$ cat src/rtl/tap_scan_pkg.sv
package tap_scan_pkg;
  typedef enum logic [3:0] {
    ST_RESET, ST_IDLE,
    ST_SEL_DR, ST_CAP_DR, ST_SH_DR, ST_EX1_DR, ST_PAU_DR, ST_EX2_DR, ST_UPD_DR,
    ST_SEL_IR, ST_CAP_IR, ST_SH_IR, ST_EX1_IR, ST_PAU_IR, ST_EX2_IR, ST_UPD_IR
  } tap_state_t;

  typedef enum logic [1:0] {SEL_BYP, SEL_ID, SEL_BND} dr_sel_t;

  localparam int IR_W = 3;
  localparam logic [IR_W-1:0] OP_EXTEST  = 3'b000;
  localparam logic [IR_W-1:0] OP_IDCODE  = 3'b001;
  localparam logic [IR_W-1:0] OP_SAMPLE  = 3'b100;
  localparam logic [IR_W-1:0] OP_BYPASS  = 3'b111;
  localparam logic [IR_W-1:0] IR_CAPTURE = 3'b001;
endpackage

$ cat src/rtl/tap_fsm.sv
module tap_fsm
  import tap_scan_pkg::*;
(
  input  logic       clk,
  input  logic       rst_n,
  input  logic       tms_i,
  output tap_state_t state_o
);
  tap_state_t nxt;

  always_comb begin
    unique case (state_o)
      ST_RESET:  nxt = tms_i ? ST_RESET  : ST_IDLE;
      ST_IDLE:   nxt = tms_i ? ST_SEL_DR : ST_IDLE;
      ST_SEL_DR: nxt = tms_i ? ST_SEL_IR : ST_CAP_DR;
      ST_CAP_DR: nxt = tms_i ? ST_EX1_DR : ST_SH_DR;
      ST_SH_DR:  nxt = tms_i ? ST_EX1_DR : ST_SH_DR;
      ST_EX1_DR: nxt = tms_i ? ST_UPD_DR : ST_PAU_DR;
      ST_PAU_DR: nxt = tms_i ? ST_EX2_DR : ST_PAU_DR;
      ST_EX2_DR: nxt = tms_i ? ST_UPD_DR : ST_SH_DR;
      ST_UPD_DR: nxt = tms_i ? ST_SEL_DR : ST_IDLE;
      ST_SEL_IR: nxt = tms_i ? ST_RESET  : ST_CAP_IR;
      ST_CAP_IR: nxt = tms_i ? ST_EX1_IR : ST_SH_IR;
      ST_SH_IR:  nxt = tms_i ? ST_EX1_IR : ST_SH_IR;
      ST_EX1_IR: nxt = tms_i ? ST_UPD_IR : ST_PAU_IR;
      ST_PAU_IR: nxt = tms_i ? ST_EX2_IR : ST_PAU_IR;
      ST_EX2_IR: nxt = tms_i ? ST_UPD_IR : ST_SH_IR;
      ST_UPD_IR: nxt = tms_i ? ST_SEL_DR : ST_IDLE;
      default:   nxt = ST_RESET;
    endcase
  end

  always_ff @(posedge clk or negedge rst_n) begin
    if (!rst_n) state_o <= ST_RESET;
    else        state_o <= nxt;
  end
endmodule

$ cat src/rtl/tap_ir.sv
module tap_ir
  import tap_scan_pkg::*;
(
  input  logic            clk,
  input  logic            rst_n,
  input  tap_state_t      state_i,
  input  logic            tdi_i,
  output logic [IR_W-1:0] ir_o,
  output logic            sh_lsb_o
);
  logic [IR_W-1:0] sh_q;

  always_ff @(posedge clk or negedge rst_n) begin
    if (!rst_n) begin
      sh_q <= OP_IDCODE;
      ir_o <= OP_IDCODE;
    end else begin
      unique case (state_i)
        ST_RESET: begin
          sh_q <= OP_IDCODE;
          ir_o <= OP_IDCODE;
        end
        ST_CAP_IR: sh_q <= IR_CAPTURE;
        ST_SH_IR:  sh_q <= {tdi_i, sh_q[IR_W-1:1]};
        ST_UPD_IR: ir_o <= sh_q;
        default: ;
      endcase
    end
  end

  assign sh_lsb_o = sh_q[0];
endmodule

$ cat src/rtl/tap_bsr.sv
module tap_bsr #(
  parameter int LEN = 107
) (
  input  logic           clk,
  input  logic           rst_n,
  input  logic           cap_en,
  input  logic           shift_en,
  input  logic           upd_en,
  input  logic           tdi_i,
  input  logic [LEN-1:0] pins_i,
  output logic [LEN-1:0] upd_o,
  output logic           so_o
);
  logic [LEN-1:0] sh_q;

  for (genvar i = 0; i < LEN; i++) begin : g_cell
    logic feed;
    if (i == LEN - 1) begin : g_head
      assign feed = tdi_i;
    end else begin : g_body
      assign feed = sh_q[i+1];
    end

    always_ff @(posedge clk or negedge rst_n) begin
      if (!rst_n) begin
        sh_q[i]  <= 1'b0;
        upd_o[i] <= 1'b0;
      end else begin
        if (cap_en)        sh_q[i] <= pins_i[i];
        else if (shift_en) sh_q[i] <= feed;
        if (upd_en)        upd_o[i] <= sh_q[i];
      end
    end
  end

  assign so_o = sh_q[0];
endmodule

$ cat src/rtl/tap_scan_ctrl.sv
module tap_scan_ctrl
  import tap_scan_pkg::*;
#(
  parameter int          BND_LEN     = 107,
  parameter logic [16:0] DEVICE_CODE = 17'h0B5A3,
  parameter logic [10:0] MFR_CODE    = 11'b00000110100,
  parameter logic [2:0]  REVISION    = 3'b000
) (
  input  logic               scan_clk,
  input  logic               rst_n,
  input  logic               mode_sel,
  input  logic               scan_in,
  output logic               scan_out,
  output logic               scan_out_en,
  input  logic [BND_LEN-1:0] bnd_in,
  output logic [BND_LEN-1:0] bnd_out,
  output logic               bnd_drive
);
  localparam int ID_W = 32;
  localparam logic [ID_W-1:0] ID_WORD = {REVISION, DEVICE_CODE, MFR_CODE, 1'b1};

  tap_state_t      state;
  logic [IR_W-1:0] ir_q;
  logic            ir_so;
  dr_sel_t         dr_sel;
  logic [ID_W-1:0] id_sh;
  logic            byp_q;
  logic            bnd_so;
  logic            so_mux;
  logic            tdo_q, en_q;

  tap_fsm u_fsm (.clk(scan_clk), .rst_n(rst_n), .tms_i(mode_sel), .state_o(state));

  tap_ir u_ir (.clk(scan_clk), .rst_n(rst_n), .state_i(state), .tdi_i(scan_in),
               .ir_o(ir_q), .sh_lsb_o(ir_so));

  always_comb begin
    if (ir_q == OP_IDCODE)                          dr_sel = SEL_ID;
    else if (ir_q == OP_EXTEST || ir_q == OP_SAMPLE) dr_sel = SEL_BND;
    else                                            dr_sel = SEL_BYP;
  end

  tap_bsr #(.LEN(BND_LEN)) u_bsr (
    .clk(scan_clk), .rst_n(rst_n),
    .cap_en  (state == ST_CAP_DR && dr_sel == SEL_BND),
    .shift_en(state == ST_SH_DR  && dr_sel == SEL_BND),
    .upd_en  (state == ST_UPD_DR && dr_sel == SEL_BND),
    .tdi_i(scan_in), .pins_i(bnd_in), .upd_o(bnd_out), .so_o(bnd_so)
  );

  always_ff @(posedge scan_clk or negedge rst_n) begin
    if (!rst_n) begin
      id_sh <= '0;
      byp_q <= 1'b0;
    end else begin
      if (state == ST_CAP_DR && dr_sel == SEL_ID)     id_sh <= ID_WORD;
      else if (state == ST_SH_DR && dr_sel == SEL_ID) id_sh <= {scan_in, id_sh[ID_W-1:1]};
      if (state == ST_CAP_DR)                         byp_q <= 1'b0;
      else if (state == ST_SH_DR && dr_sel == SEL_BYP) byp_q <= scan_in;
    end
  end

  always_comb begin
    if (state == ST_SH_IR) so_mux = ir_so;
    else begin
      unique case (dr_sel)
        SEL_ID:  so_mux = id_sh[0];
        SEL_BND: so_mux = bnd_so;
        default: so_mux = byp_q;
      endcase
    end
  end

  always_ff @(negedge scan_clk or negedge rst_n) begin
    if (!rst_n) begin
      tdo_q <= 1'b0;
      en_q  <= 1'b0;
    end else begin
      en_q  <= (state == ST_SH_DR) || (state == ST_SH_IR);
      tdo_q <= ((state == ST_SH_DR) || (state == ST_SH_IR)) ? so_mux : 1'b0;
    end
  end

  assign scan_out    = tdo_q;
  assign scan_out_en = en_q;
  assign bnd_drive   = (ir_q == OP_EXTEST);
endmodule

$ cat config.mk
export PLATFORM = sky130hd
export DESIGN_NAME = tap_scan_ctrl
export DESIGN_NICKNAME = d
export VERILOG_FILES = /design/src/rtl/tap_scan_pkg.sv /design/src/rtl/tap_fsm.sv /design/src/rtl/tap_ir.sv /design/src/rtl/tap_bsr.sv /design/src/rtl/tap_scan_ctrl.sv
export SDC_FILE = /design/constraint.sdc
export NUM_CORES = 1
export LEC_CHECK = 0
export ABC_AREA = 1
export BUFFER_PORTS_ARGS = -buffer_cell sky130_fd_sc_hd__buf_2
export CORE_MARGIN = 2
export CORE_UTILIZATION = 60
export CTS_CLUSTER_DIAMETER = 200
export DETAILED_ROUTE_END_ITERATION = 10
export PLACE_DENSITY = 0.86
export SLEW_MARGIN = 30
export SYNTH_ARGS = -nofsm -noshare
export SYNTH_HDL_FRONTEND = slang
export SYNTH_SLANG_ARGS = --single-unit
$ cat constraint.sdc
create_clock -name scan_clk -period 3.95 [get_ports scan_clk]
set_input_delay 0.79 -clock scan_clk [delete_from_list [all_inputs] [get_ports scan_clk]]
set_output_delay 0.79 -clock scan_clk [all_outputs]
set_load 0.005 [all_outputs]
# Yosys cells after proc, flatten, opt, wreduce, memory -nomap -nowiden
# Cells that the tools add are included.
[op_classes]
n_eq_ne = 19
muxes = 238
n_reduce_logical = 20
[ops]
columns = ["operator", "count"]
rows = [
  ["two-way mux 1 bit", 221],
  ["two-way mux 32 bit", 2],
  ["one-hot mux 4 bit (12 select lines)", 1],
  ["equality test 4 bit, second input constant", 8],
  ["equality test 4 x 3 -> 1 bit, second input constant", 4],
  ["two-way mux 4 bit", 4],
  ["one-hot mux 3 bit (2 select lines)", 2],
  ["two-way mux 2 bit", 5],
  ["nonzero test 2 bit", 5],
  ["equality test 4 x 2 -> 1 bit, second input constant", 2],
  ["logical AND 1 bit", 6],
  ["two-way mux 3 bit", 2],
  ["OR reduction 2 bit", 3],
  ["equality test 4 x 1 -> 1 bit, second input constant", 1],
  ["zero test 4 bit", 1],
  ["equality test 3 x 1 -> 1 bit, second input constant", 1],
  ["equality test 3 bit, second input constant", 1],
  ["zero test 3 bit", 1],
  ["OR reduction 3 bit", 1],
  ["equality test 2 x 1 -> 1 bit, second input constant", 1],
  ["equality test 2 bit, second input constant", 1],
  ["zero test 2 bit", 1],
  ["logical OR 1 bit", 2],
  ["one-hot mux 1 bit (2 select lines)", 1],
]
[totals]
register_bits = 259
inputBits = 111
output_inout_bits = 110

# Longest topological paths before layout
# Gate-level depths: netlist of run 1.
[logic_depth]
depth_word = 8
mapped_depth = 10
depth_no_buf = 8

# By module
# Synthesis of run 1 repeated with hierarchy kept, for this count alone.
[hier_totals]
cells_unflattened = 1355
hier_area_um2 = 11300.8
[by_module_without_submodules]
columns = ["module", "n_inst", "cells_per_inst", "area_each_um2", "seq_area_each_um2"]
rows = [
  ["tap_bsr", 1, 1034, 8999.9, 5355.1],
  ["tap_scan_ctrl", 1, 214, 1616.6, 875.8],
  ["tap_fsm", 1, 61, 360.3, 100.1],
  ["tap_ir", 1, 46, 324.1, 152.6],
]

==> flow_metrics.tcl, run 1 <==
set metrics [dict create \
    grt_pass1_wl_mm 44.82 \
    first_pass_iters 5 \
    slew_headroom_pct 37.04 \
    cts_max_level 1 \
    cp_max_fo 1 \
    clk_pin_slew_ns 0.06 \
    ys_warn_count 0 \
    clock_path_buffers 3 \
    cp_slowest_cell "dfrtn_1" \
    drv_slew 0 \
    path_cells "buf_2" \
    yosysSeqAreaShare_pct 56.96 \
    status "finished clean" \
    dpl.hpwl_mm 17.01 \
    syn_avg_cell_area_um2 8.212 \
    syn_to_final_growth_pct 19.14 \
    core_mm2 0.01864 \
    synthCells 1386 \
    ys_top_cells_by_area "dfrtp_1, nand2_1, or2_2" \
    hold_path_class "input pin to asynchronous set/reset pin" \
    place_congestion 0.8096 \
    portBuffers 220 \
    dieHeight_um 141.7 \
    cts_buffers 27 \
    pwr_density_cell_mw_per_mm2 763.8 \
    vias_per_cell 5.296 \
    cp_slowest_stage_delay_ns 0.39 \
    ys_types 24 \
    final.setup_skew_ns 0.02581 \
    hold_buffers 0 \
    hold_ws_ns 0.1369 \
    synthArstFlopShare_pct 100.0 \
    start_kind "register" \
    worstSetupPathType "register to output port" \
    synth_top_area_share_pct 56.06 \
    synthesis.area_mm2 0.01138 \
    ys.flop_type "dfrtp_1" \
    antenna_found_initial 3 \
    start_util_pct 61.05 \
    mostFrequentLayoutCells "nand2_1, dfrtp_1, buf_2, inv_1, o21ai_0" \
    final_common_cell "nand2_1" \
    finalSetupTns_ns 0 \
    final_util_pct 72.74 \
    std_cell_rows 50 \
    drtIter0Drc 629 \
    cts-root-buf "clkbuf_16" \
    synth_fp_nets 1497 \
    die_area_mm2 0.02009 \
    tightest_slew_ns 0.9444 \
    ant_nets 0 \
    cts_tree "built" \
    p_leak_nw 7.597 \
    maxCapViolCount 0 \
    setup_viol 0 \
    cp.buffers_inverters 1 \
    clock_sinks 259 \
    vias 9681 \
    fp.dieW_um 141.7 \
    postCtsResizedCells 0 \
    synth_seq_cells 259 \
    clk-insertion-delay-late_ns 0.54 \
    wl_mm 27.48 \
    finalHoldViolations 0 \
    grt_max_degree 113 \
    grt_usage_pct 27.29 \
    cts_setup_buffers 0 \
    drc 0 \
    peakVddDrop_mv 0.4745 \
    synth_edf_count 0 \
    worstPathArrival_ns 2.99 \
    grt_overflow 0 \
    wl_per_cell_um 15.03 \
    synth_top_area_cell "dfrtp_1" \
    grt_pass1_vias 9241 \
    drive_above_1_share_pct 24.58 \
    fin_nets 1681 \
    path_delay_family "flip-flops" \
    crit_required_ns 3.16 \
    critPathCaptureType "output port" \
    rsz0062_at_grt "no" \
    fill_cells 1409 \
    pin_count 221 \
]
-- sequential cells by signal, indices dropped and copies added (netlist names) --
| signal | flops |
|---|---|
| id_sh | 32 |
| scan_out_en | 1 |
| u_bsr.upd_o | 107 |
| u_ir.ir_o | 3 |
| u_fsm.state_o | 4 |
| u_bsr.g_cell.feed | 106 |
| u_ir.sh_q | 3 |
| u_bsr.so_o | 1 |
| byp_q | 1 |
| scan_out | 1 |
-- synthesized netlist by cell type (all sizes together) (2+ instances only) --
cell and instances:
a21oi 17, buf 16, clkbuf 61, dfrtn 2, dfrtp 255, dfstp 2
inv 128, nand2 522, nand3 118, nor2 14, o21ai 134, o22ai 5
or2 107
-- layer usage --
metal | vias up | track usage (%) | share of wire (%)
li1 | 4653 | - | -
met1 | 4621 | 38.73 | 43
met2 | 359 | 44.58 | 48
met3 | 48 | 3.307 | 6.7
met4 | 0 | 8.632 | 2.4
met5 | - | 0 | 0
-- stage by stage --
stage                     worst slack (ns)  total power [mW]  instances  instance area [um^2]
after floorplan                     0.8061             6.492       1386                 11380
after global placement              0.5994             7.590       1774                 12620
after detailed placement            0.5869             7.761       1774                 12630
after CTS                           0.1630             10.38       1824                 13520
after global routing                0.1337             11.14       1828                 13560
final                               0.1670             10.36       1828                 13560
-- where the power goes --
group	internal (mW)	total (mW)	switching, mW	leakage, nW
clock network	1.52	2.56	1.05	0.442
logic	1.32	3.37	2.06	3.86
registers	3.79	4.42	0.630	3.29
-- final cells by class --
cell class,instances,area [um^2],area share (%)
Sequential cell,259,6484,47.81
Multi-Input combinational cell,922,4144,30.56
Timing Repair Buffer,232,1254,9.245
Clock buffer,37,743.2,5.481
Inverter,128,485.5,3.580
Tap cell,234,292.8,2.159
Clock inverter,13,150.1,1.107
Antenna cell,3,7.507,0.05536
-- cells by family after synthesis --
| family | synth area share (%) |
|---|---|
| AO/OA/AOI/OAI | 7.211 |
| flip-flops | 56.96 |
| buffers and inverters | 6.914 |
| AND/OR/NAND/NOR | 28.91 |
-- worst paths after layout --
kind	slack, ns	endpoint	startpoint	cells after the start
hold / removal	0.14	id_sh[19]$_DFFE_PN0P_	rst_n	1
setup / recovery	0.17	scan_out	scan_out$_DFF_NN0_	1
hold reg to reg	0.48	u_bsr.upd_o[52]$_DFFE_PN0P_	u_bsr.upd_o[52]$_DFFE_PN0P_	2
min in group scan_clk	0.48	u_bsr.upd_o[52]$_DFFE_PN0P_	u_bsr.upd_o[52]$_DFFE_PN0P_	2
max in group asynchronous	1.68	scan_out_en$_DFF_NN0_	rst_n	1
setup reg to reg	0.50	scan_out$_DFF_NN0_	u_fsm.state_o[0]$_DFF_PN0_	5
No activity file was read; power rests on OpenSTA's default activity.
==> run 2: changes to the inputs <==
Settings changed: SETUP_SLACK_MARGIN set to 0.5.
==> run 2 against run 1 <==
Critical path depth is the same; core utilization is essentially flat; total power is essentially flat; wire length is essentially flat; largest power group unchanged; cell count is the same; hold slack is essentially flat; register-to-register slack gained 0.13 ns; sequential share of layout area is essentially flat; clock power is essentially flat; via count shrank 0.37%; highest routed layer unchanged; combinational power is essentially flat.
==> flow_metrics.tcl, run 2 (same netlist as run 1, synthesis figures left out) <==
set metrics [dict create \
    grt_usage_pct 27.29 \
    critPathCaptureType "output port" \
    startpoint "scan_out$_DFF_NN0_" \
    drive_above_1_share_pct 24.64 \
    drc 0 \
    fin_nets 1681 \
    fp.dieW_um 141.7 \
    final.setup_skew_ns 0.02606 \
    status "finished clean" \
    grt_overflow 0 \
    rsz0062_at_grt "yes" \
    setup_viol 0 \
    cts_buffers 27 \
    path_cells "buf_2" \
    clk-insertion-delay-late_ns 0.54 \
    place_congestion 0.8096 \
    finalHoldViolations 0 \
    worstRegToRegCells 5 \
    reg2reg_slack_ns 0.63 \
    core_mm2 0.01864 \
    peakVddDrop_mv 0.4745 \
    start_util_pct 61.05 \
    cts-root-buf "clkbuf_16" \
    clock_sinks 259 \
    slew_headroom_pct 37.20 \
    cp_slowest_stage_delay_ns 0.39 \
    final_common_cell "nand2_1" \
    clock_path_buffers 3 \
    crit_end "scan_out" \
    first_pass_iters 6 \
    maxCapViolCount 0 \
    wl_mm 27.50 \
    regToRegEndpoint "scan_out$_DFF_NN0_" \
    cp_slowest_cell "dfrtn_1" \
    ant_nets 0 \
    p_total_mw 10.36 \
    syn_to_final_growth_pct 19.16 \
    p_leak_nw 7.597 \
    dieHeight_um 141.7 \
    grt_max_degree 113 \
    tightest_slew_ns 0.9420 \
    worstPathArrival_ns 2.99 \
    largest_reg_flops 107 \
    crit_cells 1 \
    cp_max_fo 1 \
    start_kind "register" \
    vias_per_cell 5.276 \
    hold_path_class "input pin to asynchronous set/reset pin" \
    regMostFlops "u_bsr.upd_o" \
    hold_buffers 0 \
    pin_count 221 \
    portBuffers 220 \
    dpl.hpwl_mm 17.01 \
    clk_pin_slew_ns 0.06 \
    crit_required_ns 3.16 \
    cts_tree "built" \
    pwr_density_cell_mw_per_mm2 764.1 \
    path_delay_family "flip-flops" \
    antenna_found_initial 3 \
    drtIter0Drc 629 \
    cts_max_level 1 \
    worstSetupPathType "register to output port" \
    finalSetupTns_ns 0 \
    vias 9645 \
    std_cell_rows 50 \
    grt_pass1_vias 9241 \
    cp.buffers_inverters 1 \
    mostFrequentLayoutCells "nand2_1, dfrtp_1, buf_2, inv_1, o21ai_0" \
    wl_per_cell_um 15.04 \
    drv_slew 0 \
    die_area_mm2 0.02009 \
    reg2reg_from "u_fsm.state_o[0]$_DFF_PN0_" \
    grt_pass1_wl_mm 44.82 \
]
[run 2: cell count changes in the layout (fill, tap and decap cells not counted)]
cell    before  now
nor2_1      12   11
nor2_2       1    2
[run 2: layout make-up]
cell class / instances / area, um^2
Antenna cell: 3 / 7.507
Clock buffer: 37 / 743.2
Clock inverter: 13 / 150.1
Fill cell: 1408 / 5080
Inverter: 128 / 485.5
Multi-Input combinational cell: 922 / 4146
Sequential cell: 259 / 6484
Tap cell: 234 / 292.8
Timing Repair Buffer: 232 / 1254
[run 2: timing repair]
action | in CTS | in global routing
resized for setup | 0 | 1
cloned | 0 | 0
setup endpoints to repair | 2 | 3
buffers inserted | 0 | 0
[run 2: metrics by stage]
| stage | setup slack, ns | hold slack, ns | instances | cell area [um^2] | util, % |
|---|---|---|---|---|---|
| after detailed placement | 0.5869 | 0.4648 | 1774 | 12630 | 67.74 |
| final | 0.1683 | 0.1366 | 1828 | 13560 | 72.75 |
| after CTS | 0.1630 | 0.1277 | 1824 | 13520 | 72.53 |
| after global routing | 0.1337 | 0.1470 | 1828 | 13560 | 72.75 |
| after floorplan | 0.8061 | 0.4490 | 1386 | 11380 | - |
| after global placement | 0.5994 | 0.4612 | 1774 | 12620 | 67.70 |
[run 2: routing by layer]
metal  vias up  share of wire [%]  GRT usage, %
met1      4586                 44         38.73
li1       4655                  -             -
met5         -                  0             0
met2       356                 48         44.58
met3        48                6.5         3.307
met4         0                2.4         8.632
[run 2: how the worst min path moves through the flow]
stage | slack, ns | from | to
6_report | 0.14 | rst_n | id_sh[19]$_DFFE_PN0P_
3_5_place_dp | 0.46 | u_bsr.g_cell[103].feed$_DFFE_PN0P_ | u_bsr.g_cell[103].feed$_DFFE_PN0P_
4_1_cts | 0.13 | rst_n | id_sh[19]$_DFFE_PN0P_
3_3_place_gp | 0.46 | u_bsr.upd_o[22]$_DFFE_PN0P_ | u_bsr.upd_o[22]$_DFFE_PN0P_
2_1_floorplan | 0.45 | id_sh[0]$_DFFE_PN0P_ | id_sh[0]$_DFFE_PN0P_
5_1_grt | 0.15 | rst_n | id_sh[11]$_DFFE_PN0P_
[run 2: power by group]
part / total [mW] / internal [mW] / switching (mW)
combinational: 3.38 / 1.32 / 2.06
clock: 2.56 / 1.52 / 1.05
sequential: 4.42 / 3.79 / 0.632
==> run 3: changes to the inputs <==
Settings changed: RECOVER_POWER set to 50.
==> run 3 against run 2 <==
The flow now finishes with violations (capacitance limit, slew limit); setup slack better by 0.0022 ns; hold slack worse by 0.0015 ns; non-clock buffer count stayed put; sequential power hardly changed; critical endpoint unchanged; largest cell class unchanged; highest routed layer unchanged.
==> flow_metrics.tcl, run 3 (same netlist as run 1, synthesis figures left out) <==
set metrics [dict create \
    grt_max_degree 113 \
    dpl.hpwl_mm 17.01 \
    setup_viol 0 \
    start_kind "register" \
    antenna_found_initial 3 \
    path_cells "buf_2" \
    clock_path_buffers 3 \
    violations "capacitance limit, slew limit" \
    drc 0 \
    std_cell_rows 50 \
    final_common_cell "nand2_1" \
    fp.dieW_um 141.7 \
    cts_buffers 27 \
    core_mm2 0.01864 \
    ant_nets 0 \
    grt_pass1_vias 9241 \
    clk_pin_slew_ns 0.06 \
    start_util_pct 61.05 \
    cts_max_level 1 \
    path_delay_family "flip-flops" \
    grtUsageMet1_pct 38.73 \
    clk-insertion-delay-late_ns 0.54 \
    cts_setup_buffers 0 \
    p_leak_nw 7.408 \
    dieHeight_um 141.7 \
    rsz0062_at_grt "yes" \
    grt_use_met3_pct 3.307 \
    cp.buffers_inverters 1 \
    status "finished with violations" \
    slew_headroom_pct -37.13 \
    drtIter0Drc 641 \
    worstSetupPathType "register to output port" \
    finalSetupTns_ns 0 \
    postCtsResizedCells 0 \
    reg2reg_from "u_fsm.state_o[0]$_DFF_PN0_" \
    pwr_density_cell_mw_per_mm2 765.8 \
    cp_max_fo 1 \
    mostFrequentLayoutCells "nand2_1, dfrtp_1, buf_2, inv_1, o21ai_0" \
    syn_to_final_growth_pct 18.42 \
    dp_slack_ns 0.5869 \
    crit_required_ns 3.16 \
    fin_nets 1681 \
    cp_slowest_stage_delay_ns 0.38 \
    register_area_mm2 0.006484 \
    drv_slew 157 \
    tightest_slew_ns 2.057 \
    critPathCaptureType "output port" \
    grt_overflow 0 \
    hold_path_class "input pin to asynchronous set/reset pin" \
    grt_pass1_wl_mm 44.82 \
    largest_reg_flops 107 \
    finalHoldViolations 0 \
    crit_cells 1 \
    regMostFlops "u_bsr.upd_o" \
    cts_tree "built" \
    worstRegToRegCells 5 \
    die_area_mm2 0.02009 \
    multi_input_area_mm2 0.004139 \
    drive_above_1_share_pct 21.37 \
    peakVddDrop_mv 0.4588 \
    wl_mm 27.67 \
    startpoint "scan_out$_DFF_NN0_" \
    grt_util_met2_pct 44.58 \
    place_congestion 0.8096 \
    cts-root-buf "clkbuf_16" \
    fill_cells 1445 \
    grt_usage_pct 27.29 \
    cp_slowest_cell "dfrtn_1" \
    top_usage_layer "met2" \
    wl_per_cell_um 15.14 \
    first_pass_iters 5 \
    hold_buffers 0 \
    portBuffers 220 \
    clock_sinks 259 \
    final.setup_skew_ns 0.02709 \
    dpl_cell_area_mm2 0.01263 \
    maxCapViolCount 2 \
    pin_count 221 \
    fin_ws_ns 0.1705 \
    vias 9673 \
    worstPathArrival_ns 2.99 \
    final_util_pct 72.30 \
    final_area_mm2 0.01348 \
    vias_per_cell 5.292 \
]
-- run 3: changes by cell type in the layout (fill, tap and decap cells not counted), sizes merged --
cell and delta:
buf -52, clkbuf +52
-- run 3: area by class of cell --
| class | count | share of cell area, % |
|---|---|---|
| Inverter | 128 | 3.602 |
| Tap cell | 234 | 2.172 |
| Clock buffer | 37 | 5.514 |
| Clock inverter | 13 | 1.114 |
| Sequential cell | 259 | 48.10 |
| Timing Repair Buffer | 232 | 8.735 |
| Multi-Input combinational cell | 922 | 30.71 |
| Antenna cell | 3 | 0.05569 |
-- run 3: layer usage --
metal	routed length, um	part of all wire (%)	vias to the layer above
met5	0	0	-
met1	12220	44	4638
li1	-	-	4653
met2	13140	47	334
met3	1692	6.1	48
met4	624	2.3	0
-- run 3: worst paths after layout --
check,end,slack (ns)
setup reg to reg,scan_out$_DFF_NN0_,0.63
max in group asynchronous,u_bsr.upd_o[10]$_DFFE_PN0P_,0.98
hold reg to reg,u_bsr.upd_o[52]$_DFFE_PN0P_,0.48
setup / recovery,scan_out,0.17
hold / removal,u_fsm.state_o[0]$_DFF_PN0_,0.14
min in group scan_clk,u_bsr.upd_o[52]$_DFFE_PN0P_,0.48
-- run 3: metrics by stage --
step           instances  power, mW  hold WS, ns
2_1_floorplan       1386      6.492       0.4490
3_3_place_gp        1774      7.590       0.4612
3_5_place_dp        1774      7.761       0.4648
4_1_cts             1824      10.38       0.1277
5_1_grt             1828      11.09       0.1435
6_report            1828      10.32       0.1351
-- run 3: power breakdown --
group	switching, mW	internal, mW	leakage [nW]	total [mW]
clock network	1.05	1.52	0.442	2.57
registers	0.642	3.79	3.29	4.43
logic	2.06	1.26	3.67	3.32
total	3.76	6.57	7.41	10.3
